<file path="src/rtl/fe_pkg.sv">
// Shared operation codes and the per-request action decoder for the tagged memory.
// Assumes a 3-bit operation field. Codes not listed here are treated as refused.
package fe_pkg;

    localparam logic [2:0] OP_LOAD       = 3'b000;
    localparam logic [2:0] OP_STORE      = 3'b001;
    localparam logic [2:0] OP_SYNC_LOAD  = 3'b010;
    localparam logic [2:0] OP_SYNC_STORE = 3'b011;
    localparam logic [2:0] OP_MARK_EMPTY = 3'b100;
    localparam logic [2:0] OP_MARK_FULL  = 3'b101;

    // Effect of one request on one word, given the tag that request observes.
    typedef struct packed {
        logic ok;       // request completed
        logic data_we;  // write the store data into the word
        logic tag_we;   // write tag_val into the tag
        logic tag_val;  // new tag value when tag_we
        logic rd_en;    // return the word's data
    } fe_act_t;

    // Decide the action of a request from its op code and the tag it sees.
    function automatic fe_act_t fe_decide(input logic [2:0] op, input logic tag_full);
        fe_act_t a;
        a = '0;
        case (op)
            OP_LOAD: begin
                a.ok    = 1'b1;
                a.rd_en = 1'b1;
            end
            OP_STORE: begin
                a.ok      = 1'b1;
                a.data_we = 1'b1;
            end
            OP_SYNC_LOAD: begin
                if (tag_full) begin
                    a.ok      = 1'b1;
                    a.rd_en   = 1'b1;
                    a.tag_we  = 1'b1;
                    a.tag_val = 1'b0;
                end
            end
            OP_SYNC_STORE: begin
                if (!tag_full) begin
                    a.ok      = 1'b1;
                    a.data_we = 1'b1;
                    a.tag_we  = 1'b1;
                    a.tag_val = 1'b1;
                end
            end
            OP_MARK_EMPTY: begin
                a.ok      = 1'b1;
                a.tag_we  = 1'b1;
                a.tag_val = 1'b0;
            end
            OP_MARK_FULL: begin
                a.ok      = 1'b1;
                a.tag_we  = 1'b1;
                a.tag_val = 1'b1;
            end
            default: a = '0;
        endcase
        return a;
    endfunction

endpackage

</file>
<file path="src/rtl/fe_tag_store.sv">
// Tag bit array: one flop per word, 1 = full, 0 = empty.
// Two write ports; when both hit the same word the port 1 write lands last.
// Assumes DEPTH is a power of two so every address selects a word.
module fe_tag_store #(
    parameter  int DEPTH  = 16,
    localparam int ADDR_W = $clog2(DEPTH)
) (
    input  logic              clk,
    input  logic              rst_n,
    input  logic [ADDR_W-1:0] rd_addr0,
    input  logic [ADDR_W-1:0] rd_addr1,
    output logic              rd_tag0,
    output logic              rd_tag1,
    input  logic              wr_en0,
    input  logic [ADDR_W-1:0] wr_addr0,
    input  logic              wr_val0,
    input  logic              wr_en1,
    input  logic [ADDR_W-1:0] wr_addr1,
    input  logic              wr_val1,
    output logic [DEPTH-1:0]  tags
);

    logic [DEPTH-1:0] tag_q;

    // Clear all tags on reset, else apply port 0 then port 1 updates.
    always_ff @(posedge clk) begin
        if (!rst_n) begin
            tag_q <= '0;
        end else begin
            if (wr_en0) tag_q[wr_addr0] <= wr_val0;
            if (wr_en1) tag_q[wr_addr1] <= wr_val1;
        end
    end

    assign rd_tag0 = tag_q[rd_addr0];
    assign rd_tag1 = tag_q[rd_addr1];
    assign tags    = tag_q;

endmodule

</file>
<file path="src/rtl/fe_word_store.sv">
// Data words held in flops, one register per word built by a generate loop.
// Two write ports with port 1 taking precedence on a same-word write.
// Two asynchronous read ports. Assumes DEPTH is a power of two.
module fe_word_store #(
    parameter  int WIDTH  = 32,
    parameter  int DEPTH  = 16,
    localparam int ADDR_W = $clog2(DEPTH)
) (
    input  logic              clk,
    input  logic              rst_n,
    input  logic [ADDR_W-1:0] rd_addr0,
    input  logic [ADDR_W-1:0] rd_addr1,
    output logic [WIDTH-1:0]  rd_data0,
    output logic [WIDTH-1:0]  rd_data1,
    input  logic              wr_en0,
    input  logic [ADDR_W-1:0] wr_addr0,
    input  logic [WIDTH-1:0]  wr_data0,
    input  logic              wr_en1,
    input  logic [ADDR_W-1:0] wr_addr1,
    input  logic [WIDTH-1:0]  wr_data1
);

    logic [WIDTH-1:0] word_q [DEPTH];

    for (genvar w = 0; w < DEPTH; w++) begin : g_word
        logic hit0;
        logic hit1;
        assign hit0 = wr_en0 && (wr_addr0 == ADDR_W'(w));
        assign hit1 = wr_en1 && (wr_addr1 == ADDR_W'(w));

        // Zero on reset; port 1 data wins over port 0 on a shared write.
        always_ff @(posedge clk) begin
            if (!rst_n)    word_q[w] <= '0;
            else if (hit1) word_q[w] <= wr_data1;
            else if (hit0) word_q[w] <= wr_data0;
        end
    end

    assign rd_data0 = word_q[rd_addr0];
    assign rd_data1 = word_q[rd_addr1];

endmodule

</file>
<file path="src/rtl/fe_port_order.sv">
// Combinational resolver for the two request ports.
// Port 0 is decided against the stored tag and data. Port 1 is decided against
// the tag and data as port 0 leaves them when both address the same word, so a
// same-cycle pair behaves as port 0 followed by port 1.
// Produces write controls for the stores and the next response contents.
module fe_port_order
    import fe_pkg::*;
#(
    parameter  int WIDTH  = 32,
    parameter  int DEPTH  = 16,
    localparam int ADDR_W = $clog2(DEPTH)
) (
    input  logic              req_valid0,
    input  logic [2:0]        req_op0,
    input  logic [ADDR_W-1:0] req_addr0,
    input  logic [WIDTH-1:0]  req_wdata0,
    input  logic              req_valid1,
    input  logic [2:0]        req_op1,
    input  logic [ADDR_W-1:0] req_addr1,
    input  logic [WIDTH-1:0]  req_wdata1,
    input  logic              cur_tag0,
    input  logic              cur_tag1,
    input  logic [WIDTH-1:0]  cur_data0,
    input  logic [WIDTH-1:0]  cur_data1,
    output logic              data_we0,
    output logic              data_we1,
    output logic              tag_we0,
    output logic              tag_we1,
    output logic              tag_val0,
    output logic              tag_val1,
    output logic              rsp_ok0,
    output logic              rsp_ok1,
    output logic [WIDTH-1:0]  rsp_data0,
    output logic [WIDTH-1:0]  rsp_data1
);

    fe_act_t          act0;
    fe_act_t          act1;
    logic             same_word;
    logic             seen_tag1;
    logic [WIDTH-1:0] seen_data1;

    // Port 0 acts on the stored state.
    always_comb begin
        act0 = req_valid0 ? fe_decide(req_op0, cur_tag0) : '0;
    end

    assign same_word = req_valid0 && req_valid1 && (req_addr0 == req_addr1);

    // Port 1 sees port 0's tag and data effects on a shared word.
    always_comb begin
        seen_tag1  = (same_word && act0.tag_we)  ? act0.tag_val : cur_tag1;
        seen_data1 = (same_word && act0.data_we) ? req_wdata0   : cur_data1;
        act1       = req_valid1 ? fe_decide(req_op1, seen_tag1) : '0;
    end

    // Drive storage updates and response payloads from both actions.
    always_comb begin
        data_we0  = act0.data_we;
        data_we1  = act1.data_we;
        tag_we0   = act0.tag_we;
        tag_we1   = act1.tag_we;
        tag_val0  = act0.tag_val;
        tag_val1  = act1.tag_val;
        rsp_ok0   = act0.ok;
        rsp_ok1   = act1.ok;
        rsp_data0 = act0.rd_en ? cur_data0  : '0;
        rsp_data1 = act1.rd_en ? seen_data1 : '0;
    end

endmodule

</file>
<file path="src/rtl/fe_rsp_stage.sv">
// One response register per port: valid, completion status and read data,
// all captured one cycle after the request. Cleared by synchronous reset.
module fe_rsp_stage #(
    parameter int WIDTH = 32
) (
    input  logic             clk,
    input  logic             rst_n,
    input  logic             in_valid,
    input  logic             in_ok,
    input  logic [WIDTH-1:0] in_data,
    output logic             out_valid,
    output logic             out_ok,
    output logic [WIDTH-1:0] out_data
);

    // Register the response fields; reset them all to zero.
    always_ff @(posedge clk) begin
        if (!rst_n) begin
            out_valid <= 1'b0;
            out_ok    <= 1'b0;
            out_data  <= '0;
        end else begin
            out_valid <= in_valid;
            out_ok    <= in_ok;
            out_data  <= in_data;
        end
    end

endmodule

</file>
<file path="src/rtl/fe_tagged_mem.sv">
// Two-port word memory with a full/empty tag per word.
// Every request is answered one cycle later with ok or retry. Same-cycle
// requests to one word are ordered port 0 then port 1. Tag check, tag update
// and data access of one request happen in the same clock edge.
// Assumes DEPTH is a power of two.
module fe_tagged_mem #(
    parameter  int WIDTH  = 32,
    parameter  int DEPTH  = 16,
    localparam int ADDR_W = $clog2(DEPTH)
) (
    input  logic              clk,
    input  logic              rst_n,
    input  logic              p0_req_valid,
    input  logic [2:0]        p0_req_op,
    input  logic [ADDR_W-1:0] p0_req_addr,
    input  logic [WIDTH-1:0]  p0_req_wdata,
    output logic              p0_rsp_valid,
    output logic              p0_rsp_ok,
    output logic [WIDTH-1:0]  p0_rsp_rdata,
    input  logic              p1_req_valid,
    input  logic [2:0]        p1_req_op,
    input  logic [ADDR_W-1:0] p1_req_addr,
    input  logic [WIDTH-1:0]  p1_req_wdata,
    output logic              p1_rsp_valid,
    output logic              p1_rsp_ok,
    output logic [WIDTH-1:0]  p1_rsp_rdata
);

    localparam int NPORT = 2;

    logic             cur_tag0, cur_tag1;
    logic [WIDTH-1:0] cur_data0, cur_data1;
    logic             data_we0, data_we1;
    logic             tag_we0, tag_we1;
    logic             tag_val0, tag_val1;
    logic [DEPTH-1:0] tag_vec;

    logic             nxt_valid [NPORT];
    logic             nxt_ok    [NPORT];
    logic [WIDTH-1:0] nxt_data  [NPORT];
    logic             rsp_valid [NPORT];
    logic             rsp_ok    [NPORT];
    logic [WIDTH-1:0] rsp_data  [NPORT];

    fe_tag_store #(.DEPTH(DEPTH)) u_tags (
        .clk      (clk),
        .rst_n    (rst_n),
        .rd_addr0 (p0_req_addr),
        .rd_addr1 (p1_req_addr),
        .rd_tag0  (cur_tag0),
        .rd_tag1  (cur_tag1),
        .wr_en0   (tag_we0),
        .wr_addr0 (p0_req_addr),
        .wr_val0  (tag_val0),
        .wr_en1   (tag_we1),
        .wr_addr1 (p1_req_addr),
        .wr_val1  (tag_val1),
        .tags     (tag_vec)
    );

    fe_word_store #(.WIDTH(WIDTH), .DEPTH(DEPTH)) u_words (
        .clk      (clk),
        .rst_n    (rst_n),
        .rd_addr0 (p0_req_addr),
        .rd_addr1 (p1_req_addr),
        .rd_data0 (cur_data0),
        .rd_data1 (cur_data1),
        .wr_en0   (data_we0),
        .wr_addr0 (p0_req_addr),
        .wr_data0 (p0_req_wdata),
        .wr_en1   (data_we1),
        .wr_addr1 (p1_req_addr),
        .wr_data1 (p1_req_wdata)
    );

    fe_port_order #(.WIDTH(WIDTH), .DEPTH(DEPTH)) u_order (
        .req_valid0 (p0_req_valid),
        .req_op0    (p0_req_op),
        .req_addr0  (p0_req_addr),
        .req_wdata0 (p0_req_wdata),
        .req_valid1 (p1_req_valid),
        .req_op1    (p1_req_op),
        .req_addr1  (p1_req_addr),
        .req_wdata1 (p1_req_wdata),
        .cur_tag0   (cur_tag0),
        .cur_tag1   (cur_tag1),
        .cur_data0  (cur_data0),
        .cur_data1  (cur_data1),
        .data_we0   (data_we0),
        .data_we1   (data_we1),
        .tag_we0    (tag_we0),
        .tag_we1    (tag_we1),
        .tag_val0   (tag_val0),
        .tag_val1   (tag_val1),
        .rsp_ok0    (nxt_ok[0]),
        .rsp_ok1    (nxt_ok[1]),
        .rsp_data0  (nxt_data[0]),
        .rsp_data1  (nxt_data[1])
    );

    assign nxt_valid[0] = p0_req_valid;
    assign nxt_valid[1] = p1_req_valid;

    for (genvar p = 0; p < NPORT; p++) begin : g_rsp
        fe_rsp_stage #(.WIDTH(WIDTH)) u_stage (
            .clk       (clk),
            .rst_n     (rst_n),
            .in_valid  (nxt_valid[p]),
            .in_ok     (nxt_ok[p]),
            .in_data   (nxt_data[p]),
            .out_valid (rsp_valid[p]),
            .out_ok    (rsp_ok[p]),
            .out_data  (rsp_data[p])
        );
    end

    assign p0_rsp_valid = rsp_valid[0];
    assign p0_rsp_ok    = rsp_ok[0];
    assign p0_rsp_rdata = rsp_data[0];
    assign p1_rsp_valid = rsp_valid[1];
    assign p1_rsp_ok    = rsp_ok[1];
    assign p1_rsp_rdata = rsp_data[1];

endmodule

</file>
<file path="config.mk">
export PLATFORM = sky130hd
export DESIGN_NAME = fe_tagged_mem
export DESIGN_NICKNAME = d
export VERILOG_FILES = /design/src/rtl/fe_pkg.sv /design/src/rtl/fe_tag_store.sv /design/src/rtl/fe_word_store.sv /design/src/rtl/fe_port_order.sv /design/src/rtl/fe_rsp_stage.sv /design/src/rtl/fe_tagged_mem.sv
export SDC_FILE = /design/constraint.sdc
export NUM_CORES = 1
export LEC_CHECK = 0
export BUFFER_PORTS_ARGS = -buffer_cell sky130_fd_sc_hd__buf_2
export CORE_MARGIN = 8
export CORE_UTILIZATION = 44
export CTS_CLUSTER_DIAMETER = 60
export CTS_CLUSTER_SIZE = 8
export DETAILED_ROUTE_END_ITERATION = 12
export PLACE_DENSITY_LB_ADDON = 0.15
export SYNTH_ARGS = -nofsm -noshare
export SYNTH_HDL_FRONTEND = slang
export SYNTH_SLANG_ARGS = --single-unit
</file>
<file path="constraint.sdc">
create_clock -name clk -period 5.25 [get_ports clk]
set_input_delay 0.2625 -clock clk [delete_from_list [all_inputs] [get_ports clk]]
set_output_delay 0.2625 -clock clk [all_outputs]
set_load 0.01 [all_outputs]
</file>
==> results of run 1 <==
==> power groups by stage <==
stage | registers (W) | clock network (W) | logic, W
6_report | 0.00553 | 0.00533 | 0.00146
5_1_grt | 0.00555 | 0.00553 | 0.00150
4_1_cts | 0.00552 | 0.00535 | 0.00143
3_5_place_dp | 0.00561 | 0 | 0.00141
3_3_place_gp | 0.00559 | 0 | 0.00140
2_1_floorplan | 0.00556 | 0 | 0.000913
==> cells by family after synthesis <==
family          share of synthesized area
compound gates                      0.171
xor+xnor                          0.00129
fa+ha+maj                         0.00111
buf+inv                            0.0417
flops                               0.503
mux                                 0.220
simple gates                       0.0620
==> layer usage <==
layer	vias to the layer above	global-route usage	routed length, um
met5	-	0	12
met4	2	0.168	8420
met3	522	0.0801	19300
met2	2464	0.500	64700
met1	14000	0.423	50900
li1	10300	-	-
==> synth_stat cells, drive strengths merged (8+ instances only) <==
cell type	number
a21oi	76
a22o	185
a31oi	8
a32o	312
buf	129
clkbuf	207
dfxtp	84
edfxtp	512
mux2i	11
mux4	324
nand2	141
nand3	44
nand4	10
nor2	155
nor2b	38
nor3	13
nor4	13
o211ai	48
==> path summary, 6_finish.rpt <==
kind	cells past startpoint	endpoint	start
max	12	u_words.word_q[6][0]	p0_req_op[1]
min reg2reg	3	u_tags.tags[14]	u_tags.tags[14]
max reg2reg	9	u_words.word_q[6][0]	u_tags.tags[11]
min	3	g_rsp[1].u_stage.out_ok	p1_req_op[0]
==> layout by cell type (no fill, tap or decap), types with 4 or more instances in the layout <==
| master | count |
|---|---|
| nand2_2 | 6 |
| mux4_2 | 324 |
| nand3_1 | 41 |
| nor4_4 | 7 |
| a32o_1 | 312 |
| a21oi_1 | 69 |
| dlygate4sd3_1 | 35 |
| nor4_1 | 4 |
| o211ai_1 | 48 |
| nand4_1 | 10 |
| edfxtp_1 | 512 |
| buf_2 | 142 |
| a31oi_1 | 8 |
| a22o_1 | 185 |
| mux2i_1 | 11 |
| nor3b_4 | 4 |
| a41oi_1 | 7 |
| nor2b_1 | 38 |
| dfxtp_1 | 84 |
| buf_12 | 14 |
| inv_1 | 5 |
| nand2_1 | 135 |
| nand2b_1 | 5 |
| nor2_1 | 154 |
| a21oi_4 | 7 |
| clkbuf_16 | 88 |
| clkbuf_1 | 59 |
| nor3_1 | 9 |
| buf_4 | 111 |
==> area by class of cell <==
| type | count | area [um^2] | share of cell area |
|---|---|---|---|
| Tap cell | 1040 | 1300 | 0.0335 |
| Antenna cell | 2 | 5.00 | 0.000129 |
| Timing Repair Buffer | 306 | 2230 | 0.0574 |
| Inverter | 7 | 26.3 | 0.000677 |
| Multi-Input combinational cell | 1449 | 15600 | 0.403 |
| Clock inverter | 8 | 93.8 | 0.00242 |
| Sequential cell | 596 | 17100 | 0.440 |
| Clock buffer | 148 | 2440 | 0.0628 |
==> worst reg2reg max path: stages, from the launching register on <==
cell       delay (ns)
dfxtp_1          0.36
mux2_1           0.16
a2bb2oi_1        0.32
nand3_1          0.22
a2111oi_2        0.51
or4_1            0.23
nand3_2          0.38
nor4_4           1.24
buf_4            0.50
a32o_1           0.21
==> registers in the layout, summed over array words and instances (netlist names) <==
register	count
g_rsp.u_stage.out_data	64
g_rsp.u_stage.out_ok	2
g_rsp.u_stage.out_valid	2
u_tags.tags	16
u_words.word_q	512
==> per-stage QoR <==
stage / utilization / area, um^2 / total power (W) / std cells
after detailed placement: 0.467 / 35900 / 0.00702 / 3363
after CTS: 0.505 / 38800 / 0.0123 / 3554
final: 0.505 / 38800 / 0.0123 / 3556
after global placement: 0.467 / 35900 / 0.00700 / 3363
after floorplan: - / 33900 / 0.00647 / 2388
after global routing: 0.505 / 38800 / 0.0126 / 3554
==> what timing repair did <==
action | CTS | global route
resized for setup | 0 | 0
buffers inserted | 0 | 0
endpoints found under the hold margin | 35 | 0
hold buffers | 35 | 0
==> out/results.ini, run 1 <==
[setup_path]
endpoint_kind = register
crit_chain = dlygate4sd3_1 -> buf_2 -> inv_1 -> ha_1 -> and2_1 -> nand3_1 -> nor4bb_1 -> or4_1 -> nand3_2 -> nor4_4 -> buf_4 -> a32o_1
cp_max_fo = 17
worst-path-buf-inv = 4
crit_type = input port to register
crit_slowest_cell = nor4_4
start_kind = input port
cpLargestDelayFamily = simple AND/OR/NAND/NOR gates
required_ns = 5.75
worstPathArrival_ns = 4.86
critPathMaxStageDelay_ns = 1.23
rrSetupSlack_ns = 0.98

[synthesis]
ys_seq_area_frac = 0.503
synth_enable_flop_cells = 512
syn_inst = 2388
async_reset_ff_frac = 0
synth_area_leader_cell = edfxtp_1
ys.flop_type = edfxtp_1
yosysWarnings = 0
synth.distinct_cells = 59
netlist_top_cells_area = edfxtp_1, mux4_2, a32o_1, dfxtp_1, a22o_1
synth_top_area_frac = 0.453
syn_avg_cell_area_um2 = 14.2
synth.cell_area_um2 = 33900
ys_ff_latch = 596
syn_nets = 2473

[timing]
fin_crit_ns = 4.37
maxSlewHeadroom = 0.111
drv_slew = 0
fin_skew_ns = 0.0230
min_period_over_period = 0.832
hold_viol_final = 0
max_freq_mhz = 229
worst_slack_ns = 0.883
rsz0062_at_grt = no
timing.hold.ws_ns = 0.0516
fin_tns_setup_ns = 0
setup_viol = 0
tightest_slew_ns = 1.32

[placement]
dpl.hpwl_um = 83800
port_buffers = 149
place_ws_ns = 0.742
gp_congestion = 0.866

[drt]
wl_per_cell_um = 40.3
ant_nets = 0
drt_iter0_drc = 4530
viasPerCell = 7.68
drc = 0
vias = 27300
drt_wl_total_um = 143000
dr.pass1.iters = 5

[pwr]
internal_power_w = 0.00917
clkPwrFrac = 0.433
p_leak_nw = 12.7
seqPwrFrac = 0.449
swShare = 0.256
ir_drop_mv = 0.236
p_per_area_nw_per_um2 = 318
p_sw_w = 0.00315
combPwrFrac = 0.119

[clocking]
cts_tree = yes
clock_latency_ns = 0.64
clk_pin_slew_ns = 0.05
htreeDepth = 3
clock_sinks = 596
cts_made_buffers = 86
clockBufferDepth = 3
clockRootBuffer = clkbuf_16

[die]
io-pin-count = 150
rows = 102
core_area_um2 = 76800
chipWidth_um = 294
die-area_um2 = 86200
die_h_um = 294
initial_utilization = 0.441

[global_routing]
antenna_found_initial = 3
grt-ovfl-total = 0
grt_max_degree = 68
grt_pass1_wl_um = 200000
globalRouteTotalUtil = 0.323
grt_pass1_vias = 27300

[run_status]
outcome = finished clean

[layout]
area_growth_pct = 14.4
drive_above_1_share = 0.296
fillers = 6596
final_nets = 2531

[hold_path]
hold_path.class = input port to register

[job]
cap_violations = 0

Power figures use the tool's default switching activity.
==> run 2, diff against run 1 <==
- clock period: 5.25 -> 3.9 ns (I/O delays scaled with it)
==> run 2 against run 1 <==
  * First-iteration DRC count is 3.0% lower
  * Hold slack better by 0.029 ns
  * Design area is 1.9% higher
  * Via count up 1.1%
  * Power is 36% higher
  * Sequential cell count unchanged
  * Core utilization increased by 0.97 points
  * Critical path depth unchanged
  * Sequential power increased by 34%
  * Critical endpoint is now u_words.word_q[13][13]
  * Highest routed layer is now met4
==> out/results.ini, run 2 (synthesis gave the netlist of run 1 again) <==
[clocking]
clockRootBuffer = clkbuf_16
clock_latency_ns = 0.64
cts_tree = yes
clock_sinks = 596
cts-resized-gates = 0
clk_pin_slew_ns = 0.05
cts_made_buffers = 87
htreeDepth = 3
clockBufferDepth = 3

[setup_path]
start_kind = input port
worstPathArrival_ns = 4.27
reg2reg_depth = 9
required_ns = 4.40
crit_end = u_words.word_q[13][13]
cp_max_fo = 22
endpoint_kind = register
crit_type = input port to register
worstReg2RegEnd = u_words.word_q[13][13]
rrSetupSlack_ns = 0.16
r2r_start = u_tags.tags[11]
startpoint = p0_req_op[1]

[placement]
port_buffers = 149
dpl.hpwl_um = 86200
place_ws_ns = -0.150
gp_congestion = 0.894

[global_routing]
antenna_found_initial = 3
grt_use_met2 = 0.517
use_met1 = 0.423
grt-ovfl-total = 0
grt_max_degree = 92
met3_usage = 0.0878
grt_pass1_wl_um = 206000
top_usage_layer = met2
grt_pass1_vias = 27900
globalRouteTotalUtil = 0.332

[layout]
largest_register_ffs = 512
final_cell_mix = edfxtp_1, mux4_2, a32o_1
final_common_cell = edfxtp_1
largest-register = u_words.word_q
area_growth_pct = 16.6
drive_above_1_share = 0.313
final_nets = 2591

[pwr]
p_leak_nw = 13.1
ir_drop_mv = 0.318
p_per_area_nw_per_um2 = 423

[die]
die-area_um2 = 86200
initial_utilization = 0.441
core_area_um2 = 76800
chipWidth_um = 294
die_h_um = 294
io-pin-count = 150
rows = 102

[drt]
ant_nets = 0
viasPerCell = 7.62
wl_per_cell_um = 40.5
dr.pass1.iters = 7
vias = 27600
drt_iter0_drc = 4393
drt_wl_total_um = 147000
drc = 0

[job]
cap_violations = 0

[timing]
setup_viol = 0
min_period_over_period = 0.967
fin_crit_ns = 3.77
drv_slew = 0
fin_skew_ns = 0.0281
tightest_slew_ns = 1.38
hold_viol_final = 0
timing.hold.ws_ns = 0.0805
worst_slack_ns = 0.127
rsz0062_at_grt = no
maxSlewHeadroom = 0.0766
max_freq_mhz = 265

[run_status]
outcome = finished clean

[hold_path]
hold_path.class = input port to register

run 2: worst min path at each step:
stage                                start                       endpoint  slack, ns  cells past startpoint
after floorplan           p0_req_wdata[10]  g_rsp[1].u_stage.out_data[10]       0.33                      2
after global routing       p1_req_wdata[3]           u_words.word_q[8][3]       0.09                      3
after CTS                  p1_req_wdata[4]           u_words.word_q[8][4]       0.05                      3
final                      p1_req_wdata[3]           u_words.word_q[8][3]       0.08                      3
after global placement     p0_req_wdata[3]   g_rsp[1].u_stage.out_data[3]       0.49                      3
after detailed placement   p0_req_wdata[3]   g_rsp[1].u_stage.out_data[3]       0.49                      3
run 2: critical path, stage by stage:
cell,delay [ns]
dlygate4sd3_1,0.52
buf_2,0.13
inv_1,0.08
ha_1,0.30
and2_1,0.22
nand2_1,0.10
a2111o_1,0.37
and3_4,0.25
a2111o_1,0.36
and4_4,0.32
a21oi_4,1.11
a22o_1,0.29
run 2: per-stage QoR:
step | area [um^2] | TNS, ns | utilization | total power (W) | std cells
6_report | 39500 | 0 | 0.515 | 0.0167 | 3622
5_1_grt | 39500 | 0 | 0.515 | 0.0171 | 3619
4_1_cts | 39500 | 0 | 0.514 | 0.0167 | 3613
3_5_place_dp | 36500 | -2.65 | 0.475 | 0.00951 | 3415
3_3_place_gp | 36500 | -0.618 | 0.475 | 0.00948 | 3415
2_1_floorplan | 33900 | 0 | - | 0.00871 | 2388
run 2: what timing repair did:
action | in CTS | in global routing
setup endpoints to repair | 1 | 61
hold endpoints to repair | 53 | 0
pin swaps | 1 | 3
buffers inserted | 0 | 5
hold buffers | 37 | 0
run 2: area by class of cell:
| type | instances | area [um^2] |
|---|---|---|
| Tap cell | 1040 | 1300 |
| Sequential cell | 596 | 17100 |
| Clock buffer | 153 | 2510 |
| Antenna cell | 4 | 10.0 |
| Timing Repair Buffer | 365 | 2910 |
| Inverter | 7 | 26.3 |
| Clock inverter | 8 | 72.6 |
| Fill cell | 6498 | 37300 |
| Multi-Input combinational cell | 1449 | 15700 |
run 2: metal layers:
| layer | part of all wire | wire (um) |
|---|---|---|
| met5 | 0 | 0 |
| met4 | 0.064 | 9420 |
| met3 | 0.13 | 19700 |
| met2 | 0.45 | 66500 |
| met1 | 0.35 | 51000 |
run 2: power breakdown:
group,switching [W],internal (W),leakage (nW),total [W]
Clock,0.00293,0.00432,1.24,0.00726
Combinational,0.00119,0.000860,6.28,0.00205
Sequential,0.000173,0.00725,5.56,0.00742
